$ cat src/rtl/trap_pkg.sv
// Package: shared encodings for the instruction trap decider.
// Assumes: class codes come from the decoder as a 3-bit value.
package trap_pkg;

    typedef enum logic [2:0] {
        CLS_FLT       = 3'd0,
        CLS_FSYNC     = 3'd1,
        CLS_PINT      = 3'd2,
        CLS_VEC       = 3'd3,
        CLS_VEC_FREE  = 3'd4,
        CLS_TSC_RD    = 3'd5,
        CLS_PMC_RD    = 3'd6,
        CLS_DBG_ALIAS = 3'd7
    } insn_cls_e;

    localparam int OUT_W    = 4;
    localparam int OB_ALLOW = 0;
    localparam int OB_DEVNA = 1;
    localparam int OB_BADOP = 2;
    localparam int OB_PROT  = 3;

    localparam logic [OUT_W-1:0] OUT_ALLOW = OUT_W'(1) << OB_ALLOW;
    localparam logic [OUT_W-1:0] OUT_DEVNA = OUT_W'(1) << OB_DEVNA;
    localparam logic [OUT_W-1:0] OUT_BADOP = OUT_W'(1) << OB_BADOP;
    localparam logic [OUT_W-1:0] OUT_PROT  = OUT_W'(1) << OB_PROT;

    // Fault requests raised by one decision unit, not yet prioritised.
    typedef struct packed {
        logic badop;
        logic devna;
        logic prot;
    } fault_req_t;

endpackage

$ cat src/rtl/fpu_simd_gate.sv
// Module: fpu_simd_gate
// Decides float and SIMD faults from the emulation, context-switch, wait
// monitor and OS vector-enable flags. Purely combinational.
// Assumes: the exempt vector class is decoded separately by the decoder.
module fpu_simd_gate
    import trap_pkg::*;
(
    input  insn_cls_e  cls,
    input  logic       no_fpu,
    input  logic       wait_monitor,
    input  logic       ctx_switched,
    input  logic       os_vec_ok,
    output fault_req_t req
);

    // Raise the fault requests that apply to the float and SIMD classes.
    always_comb begin
        req = '0;
        unique case (cls)
            CLS_FLT: begin
                req.devna = no_fpu | ctx_switched;
            end
            CLS_FSYNC: begin
                req.devna = wait_monitor & ctx_switched;
            end
            CLS_PINT: begin
                req.badop = no_fpu;
                req.devna = ctx_switched;
            end
            CLS_VEC: begin
                req.badop = no_fpu | ~os_vec_ok;
                req.devna = ctx_switched;
            end
            default: begin
                req = '0;
            end
        endcase
    end

endmodule

$ cat src/rtl/priv_gate.sv
// Module: priv_gate
// Decides privilege-related faults for counter reads and the debug-register
// alias. Purely combinational.
// Assumes: privilege level 0 is the most privileged.
module priv_gate
    import trap_pkg::*;
#(
    parameter int PRIV_W = 2
) (
    input  insn_cls_e         cls,
    input  logic              tsc_priv_only,
    input  logic              pmc_any_level,
    input  logic              dbg_strict,
    input  logic [PRIV_W-1:0] cpl,
    output fault_req_t        req
);

    logic user_level;

    // Flag any level other than the most privileged one.
    always_comb user_level = (cpl != '0);

    // Raise the fault requests for counter reads and debug aliasing.
    always_comb begin
        req = '0;
        unique case (cls)
            CLS_TSC_RD:    req.prot  = tsc_priv_only & user_level;
            CLS_PMC_RD:    req.prot  = ~pmc_any_level & user_level;
            CLS_DBG_ALIAS: req.badop = dbg_strict;
            default:       req = '0;
        endcase
    end

endmodule

$ cat src/rtl/outcome_merge.sv
// Module: outcome_merge
// Merges fault requests from NUM_SRC units, applies the priority
// invalid-opcode > device-not-available > general-protection > allow,
// and registers the one-hot result.
// Assumes: synchronous active-low reset; the reset value is allow.
module outcome_merge
    import trap_pkg::*;
#(
    parameter int NUM_SRC = 2
) (
    input  logic                     clk,
    input  logic                     rst_n,
    input  fault_req_t [NUM_SRC-1:0] reqs,
    output logic [OUT_W-1:0]         outcome
);

    fault_req_t                merged;
    fault_req_t [NUM_SRC:0]    chain;
    logic       [OUT_W-1:0]    next_out;

    assign chain[0] = '0;

    // OR the requests of all sources together, one stage per source.
    for (genvar s = 0; s < NUM_SRC; s++) begin : g_or
        assign chain[s+1] = chain[s] | reqs[s];
    end

    assign merged = chain[NUM_SRC];

    // Pick the highest-priority fault and encode it one-hot.
    always_comb begin
        if (merged.badop)      next_out = OUT_BADOP;
        else if (merged.devna) next_out = OUT_DEVNA;
        else if (merged.prot)  next_out = OUT_PROT;
        else                   next_out = OUT_ALLOW;
    end

    // Hold the decision for the following cycle; reset to allow.
    always_ff @(posedge clk) begin
        if (!rst_n) outcome <= OUT_ALLOW;
        else        outcome <= next_out;
    end

endmodule

$ cat src/rtl/insn_trap_decider.sv
// Module: insn_trap_decider (top)
// Classifies each decoded instruction as allowed or faulting, based on
// control flags and privilege. The result appears one cycle after the inputs.
// Assumes: inputs are stable around the rising edge of clk.
module insn_trap_decider
    import trap_pkg::*;
#(
    parameter int PRIV_W = 2
) (
    input  logic              clk,
    input  logic              rst_n,
    input  logic [2:0]        insn_class,
    input  logic              no_fpu,
    input  logic              wait_monitor,
    input  logic              ctx_switched,
    input  logic              os_vec_ok,
    input  logic              tsc_priv_only,
    input  logic              pmc_any_level,
    input  logic              dbg_strict,
    input  logic [PRIV_W-1:0] cpl,
    output logic [3:0]        outcome
);

    localparam int NUM_SRC = 2;

    insn_cls_e                 cls;
    fault_req_t [NUM_SRC-1:0]  reqs;

    // Interpret the raw class code as the enumerated class.
    always_comb cls = insn_cls_e'(insn_class);

    fpu_simd_gate u_fpu (
        .cls          (cls),
        .no_fpu       (no_fpu),
        .wait_monitor (wait_monitor),
        .ctx_switched (ctx_switched),
        .os_vec_ok    (os_vec_ok),
        .req          (reqs[0])
    );

    priv_gate #(.PRIV_W(PRIV_W)) u_priv (
        .cls           (cls),
        .tsc_priv_only (tsc_priv_only),
        .pmc_any_level (pmc_any_level),
        .dbg_strict    (dbg_strict),
        .cpl           (cpl),
        .req           (reqs[1])
    );

    outcome_merge #(.NUM_SRC(NUM_SRC)) u_merge (
        .clk     (clk),
        .rst_n   (rst_n),
        .reqs    (reqs),
        .outcome (outcome)
    );

endmodule

$ cat config.mk
export PLATFORM = sky130hd
export DESIGN_NAME = insn_trap_decider
export DESIGN_NICKNAME = d
export VERILOG_FILES = /design/src/rtl/trap_pkg.sv /design/src/rtl/fpu_simd_gate.sv /design/src/rtl/priv_gate.sv /design/src/rtl/outcome_merge.sv /design/src/rtl/insn_trap_decider.sv
export SDC_FILE = /design/constraint.sdc
export NUM_CORES = 1
export LEC_CHECK = 0
export ABC_AREA = 1
export CORE_AREA = 5 5 42 44
export CTS_CLUSTER_DIAMETER = 80
export DETAILED_ROUTE_END_ITERATION = 8
export DIE_AREA = 0 0 47 49
export HOLD_SLACK_MARGIN = 0.06
export PLACE_DENSITY = 0.48
export REMOVE_ABC_BUFFERS = 1
export SLEW_MARGIN = 10
export SYNTH_ARGS = -nofsm -noshare
export SYNTH_HDL_FRONTEND = slang
export SYNTH_SLANG_ARGS = --single-unit
export TNS_END_PERCENT = 30
$ cat constraint.sdc
create_clock -name clk -period 1 [get_ports clk]
set_input_delay 0.2 -clock clk [delete_from_list [all_inputs] [get_ports clk]]
set_output_delay 0.2 -clock clk [all_outputs]
set_load 0.005 [all_outputs]
== After elaboration in Yosys (flattened, before gate mapping) ==
Cells that the tools add are included.

* Bits in latches: 0
* Input port bits: 14
* ROM bits: 0
* RAM bits: 0
* Word-level logic and storage cells: 30
* Bits in registers: 4
* Memories: 0
* Output and inout port bits: 4

* Magnitude comparators: 0
* Equal/unequal tests: 6
* Divide/modulo/power cells: 0
* Shift-type cells: 0
* Bitwise operators: 9
* Multiplexer cells: 7
* $add $sub $neg: 0
* Reduce and logical (&&, ||, !) cells: 5
* Multiply operators: 0

{| class="wikitable"
|+ Operators by type and width
! kind !! count
|-
| $eq 3x3->1 const B || 3
|-
| $eq 3x2->1 const B || 2
|-
| $mux 3 || 2
|-
| $mux 4 || 1
|-
| $pmux 1 s2 || 2
|-
| $reduce_or 2->1 || 2
|-
| $and 1x1->1 || 3
|-
| $eq 3x1->1 const B || 1
|-
| $logic_not 3->1 || 1
|-
| $not 1->1 || 3
|-
| $or 3x3->3 || 1
|-
| $pmux 1 s3 || 1
|-
| $reduce_or 3->1 || 1
|-
| $or 1x1->1 || 2
|-
| $reduce_bool 2->1 || 1
|-
| $mux 1 || 1
|}

== Longest topological paths before layout ==
* Word-level depth: 7
* Gate-level depth with buffers: 7

== Cells and area by module ==
From an unflattened synthesis, not the netlist that was laid out.

* Cells, all modules: 47
* Area total of the unflattened synthesis: 267.8 um2

{| class="wikitable"
|+ By module, submodules not included
! module !! sequential area each (um2) !! cells each !! area each (um2) !! instances
|-
| outcome_merge || 80.1 || 15 || 131.4 || 1
|-
| fpu_simd_gate || 0.0 || 19 || 80.1 || 1
|-
| priv_gate || 0.0 || 13 || 56.3 || 1
|}

== Worst setup path before layout ==
OpenSTA, ideal clock, no wires.

* Kind: input port to flip-flop
* Start: in insn_class[1]
* End: reg u_merge.outcome[0]
* Library setup time: 0.113 ns
* Stages on the path: 6
* Data required time: 0.887 ns
* Path slack: 0.283 ns
* Arrival: 0.605 ns
* Cells stage by stage: nor2_1 nand2_1 nor2_1 nor2_2 nand3_2 nand2_1

* Word-level cells in the longest chain between the ends: 6

{| class="wikitable"
|+ RTL lines
! what !! line !! text
|-
| from (decl) || insn_trap_decider.sv:12 || <nowiki>input logic [2:0] insn_class,</nowiki>
|-
| $eq 3x2->1 or $eq 3x3->1 (tied branches) || fpu_simd_gate.sv:19, priv_gate.sv:26 ||
|-
| $reduce_or 2->1 (no source line) or $pmux 1 s2 (tied branches) || -- ||
|-
| $pmux 1 s3 or $or 3x3->3 (tied branches) || fpu_simd_gate.sv:19, outcome_merge.sv:25 ||
|-
| $or 3x3->3 * || outcome_merge.sv:25 || <nowiki>assign chain[s+1] = chain[s] | reqs[s];</nowiki>
|-
| $mux 3 || outcome_merge.sv:33 || <nowiki>else if (merged.devna) next_out = OUT_DEVNA;</nowiki>
|-
| $mux 3 * || outcome_merge.sv:32 || <nowiki>if (merged.badop) next_out = OUT_BADOP;</nowiki>
|-
| to (signal assigned) || outcome_merge.sv:41 || <nowiki>else outcome <= next_out;</nowiki>
|-
| to (decl) || outcome_merge.sv:14 || <nowiki>output logic [OUT_W-1:0] outcome</nowiki>
|}

Mark *: on every way between the ends. The rest lies on a longest branch, timed or not.
A chain may end at the register's enable or synchronous reset.

== Worst setup path after layout ==
* Start: reg u_merge.outcome[0]
* End: out outcome[0]

{| class="wikitable"
|+ RTL lines
! what !! line !! text
|-
| to (decl) || insn_trap_decider.sv:21 || <nowiki>output logic [3:0] outcome</nowiki>
|}

No word-level cell between the ends.

==> impl_metrics.py <==
metrics = {
    "run_status": {
        "status": "finished, final reports clean",
    },
    "clock_network": {
        "numCtsBuffers": 3,
        "cts-htree-levels": 1,
        "tritoncts": "done",
        "path_clk_slew_ps": 40,
        "post-cts-setup-buffers": 0,
        "cts_num_sinks": 4,
        "cts_root_buf": "clkbuf_4",
        "clockBufferDepth": 2,
        "hold_buffers": 0,
    },
    "placement": {
        "gp_congestion": 0.736,
        "dp_hpwl_um": 574,
        "post-place-cells": 76,
        "dp_slack_ps": -370,
        "io_buffers": 17,
        "post_dp_cell_area_um2": 448,
    },
    "job": {
        "cap_violations": 0,
    },
    "layout": {
        "final_cell_count_no_fill": 79,
        "postLayoutCellArea_um2": 497,
        "final_util_pct": 35.4,
        "reg_top3": "u_merge.outcome (4)",
        "largest_reg_flops": 4,
        "area_growth_pct": 98.5,
        "layout_common_cells": "nand2_1 (8), nor2_1 (8), inv_1 (7), dlygate4sd2_1 (7), clkdlybuf4s50_1 (6)",
        "top_register": "u_merge.outcome",
        "nNetsFinal": 79,
        "drive_above_1_share_pct": 23.8,
        "diodes": 0,
    },
    "logic_synthesis": {
        "syn_area_um2": 250,
        "ys_seq_elements": 4,
        "yosysSeqAreaShare_pct": 32.0,
        "syn_area_per_cell_um2": 5.96,
        "ys_types": 11,
        "synthCells": 42,
        "ys_warn_count": 0,
    },
    "grt": {
        "gr-total-overflow": 0,
        "grtUsageTotal_pct": 6.54,
        "grt_max_degree": 7,
        "grt_pass1_vias": 319,
        "antenna_found_initial": 0,
        "grt_pass1_wl_um": 1080,
    },
    "power_and_ir_drop": {
        "vdd_drop_max_uv": 211,
        "leakage_nw": 0.288,
        "power_mw": 0.491,
        "power_density_nw_per_um2": 988,
    },
    "timing": {
        "slew_headroom_pct": 86.9,
        "max_freq_mhz": 1040,
        "final_hold_viol_count": 0,
        "rsz0062_at_grt": "false",
        "finalCritPeriodShare_pct": 96.5,
        "final.min_clock_period_ps": 965,
        "report.final.slew_viol_count": 0,
        "setup_tns_ps": 0,
        "tightest_slew_ps": 196,
        "fin_ws_ps": 35.1,
        "hold_slack_ps": 397,
        "finalSetupViolations": 0,
    },
    "min_path": {
        "worstHoldStart": "no_fpu",
        "hp-class": "input pin to flop",
        "holdPathEnd": "u_merge.outcome[3]",
        "whs_path_depth": 6,
    },
    "floorplan": {
        "die_y_um": 49,
        "die_area_um2": 2300,
        "rows": 14,
        "dieWidth_um": 47,
        "start_util_pct": 17.9,
        "core_area_um2": 1400,
        "ios": 18,
    },
    "critical_path": {
        "cpMaxStageDelayCell": "dfxtp_1",
        "path_buf_inv": 1,
        "critical_path_class": "flop to primary output",
        "critical-path-top-delay-family": "flip-flops",
        "max_stage_delay_ps": 290,
        "end_kind": "primary output",
        "crit_chain": "dlygate4sd2_1",
        "cp.required_ps": 800,
        "cp_max_fo": 1,
        "worstPathArrival_ps": 760,
        "start_kind": "flop",
    },
    "drt": {
        "drt_iter0_markers": 10,
        "detailroute.via_count": 325,
        "routed_wl_um": 650,
        "vias_per_cell": 4.11,
        "drc": 0,
        "postRouteAntennaNets": 0,
        "firstDrtPassIters": 4,
        "post_drt_wl_per_cell_um": 8.23,
    },
}
==> worst max-delay path by stage <==
stage	cells after the start	from	end
2_1_floorplan	6	insn_class[1]	u_merge.outcome[0]
3_3_place_gp	7	insn_class[1]	u_merge.outcome[0]
3_5_place_dp	8	insn_class[0]	u_merge.outcome[0]
4_1_cts	8	ctx_switched	u_merge.outcome[0]
5_1_grt	1	u_merge.outcome[0]	outcome[0]
6_report	1	u_merge.outcome[0]	outcome[0]
==> cells by family after synthesis <==
family	share of synthesized area [%]
DFF	32.0
and+or+nand+nor	56.0
buffers and inverters	12.0
==> metal layers <==
layer	share of wire, %	vias to the layer above	routed length (um)	track usage, %
li1	-	172	-	-
met1	44	137	286	7.42
met2	45	16	290	9.95
met3	11	0	73	1.11
met4	0	0	0	5.53
met5	0	-	0	0
==> cell usage after synthesis (all sizes together) <==
library cell  number  area [um^2]
nand2             10         37.5
nor2              10         42.5
inv                8         30.0
nand3              7         40.0
dfxtp              4         80.1
and2               1         8.76
nand4              1         6.26
nor3               1         5.00
==> timing repair <==
item                                    CTS  global route
pin swaps                                 1             4
cloned                                    0             0
endpoints found under the setup margin    8             3
resized for setup                         8             9
==> layout make-up <==
type,instances,area (um^2)
clock buffers,3,22.5
fillers,174,905
inverters,8,30.0
multi-input cells,30,165
flip-flops and latches,4,80.1
well taps,16,20.0
repair buffers,18,179
==> report_power, final <==
group          switching [mW]  internal [mW]
combinational          0.0546         0.0724
sequential            0.00150          0.169
clock                  0.0594          0.134
total                   0.115          0.375
(Power assumes the default switching activity.)
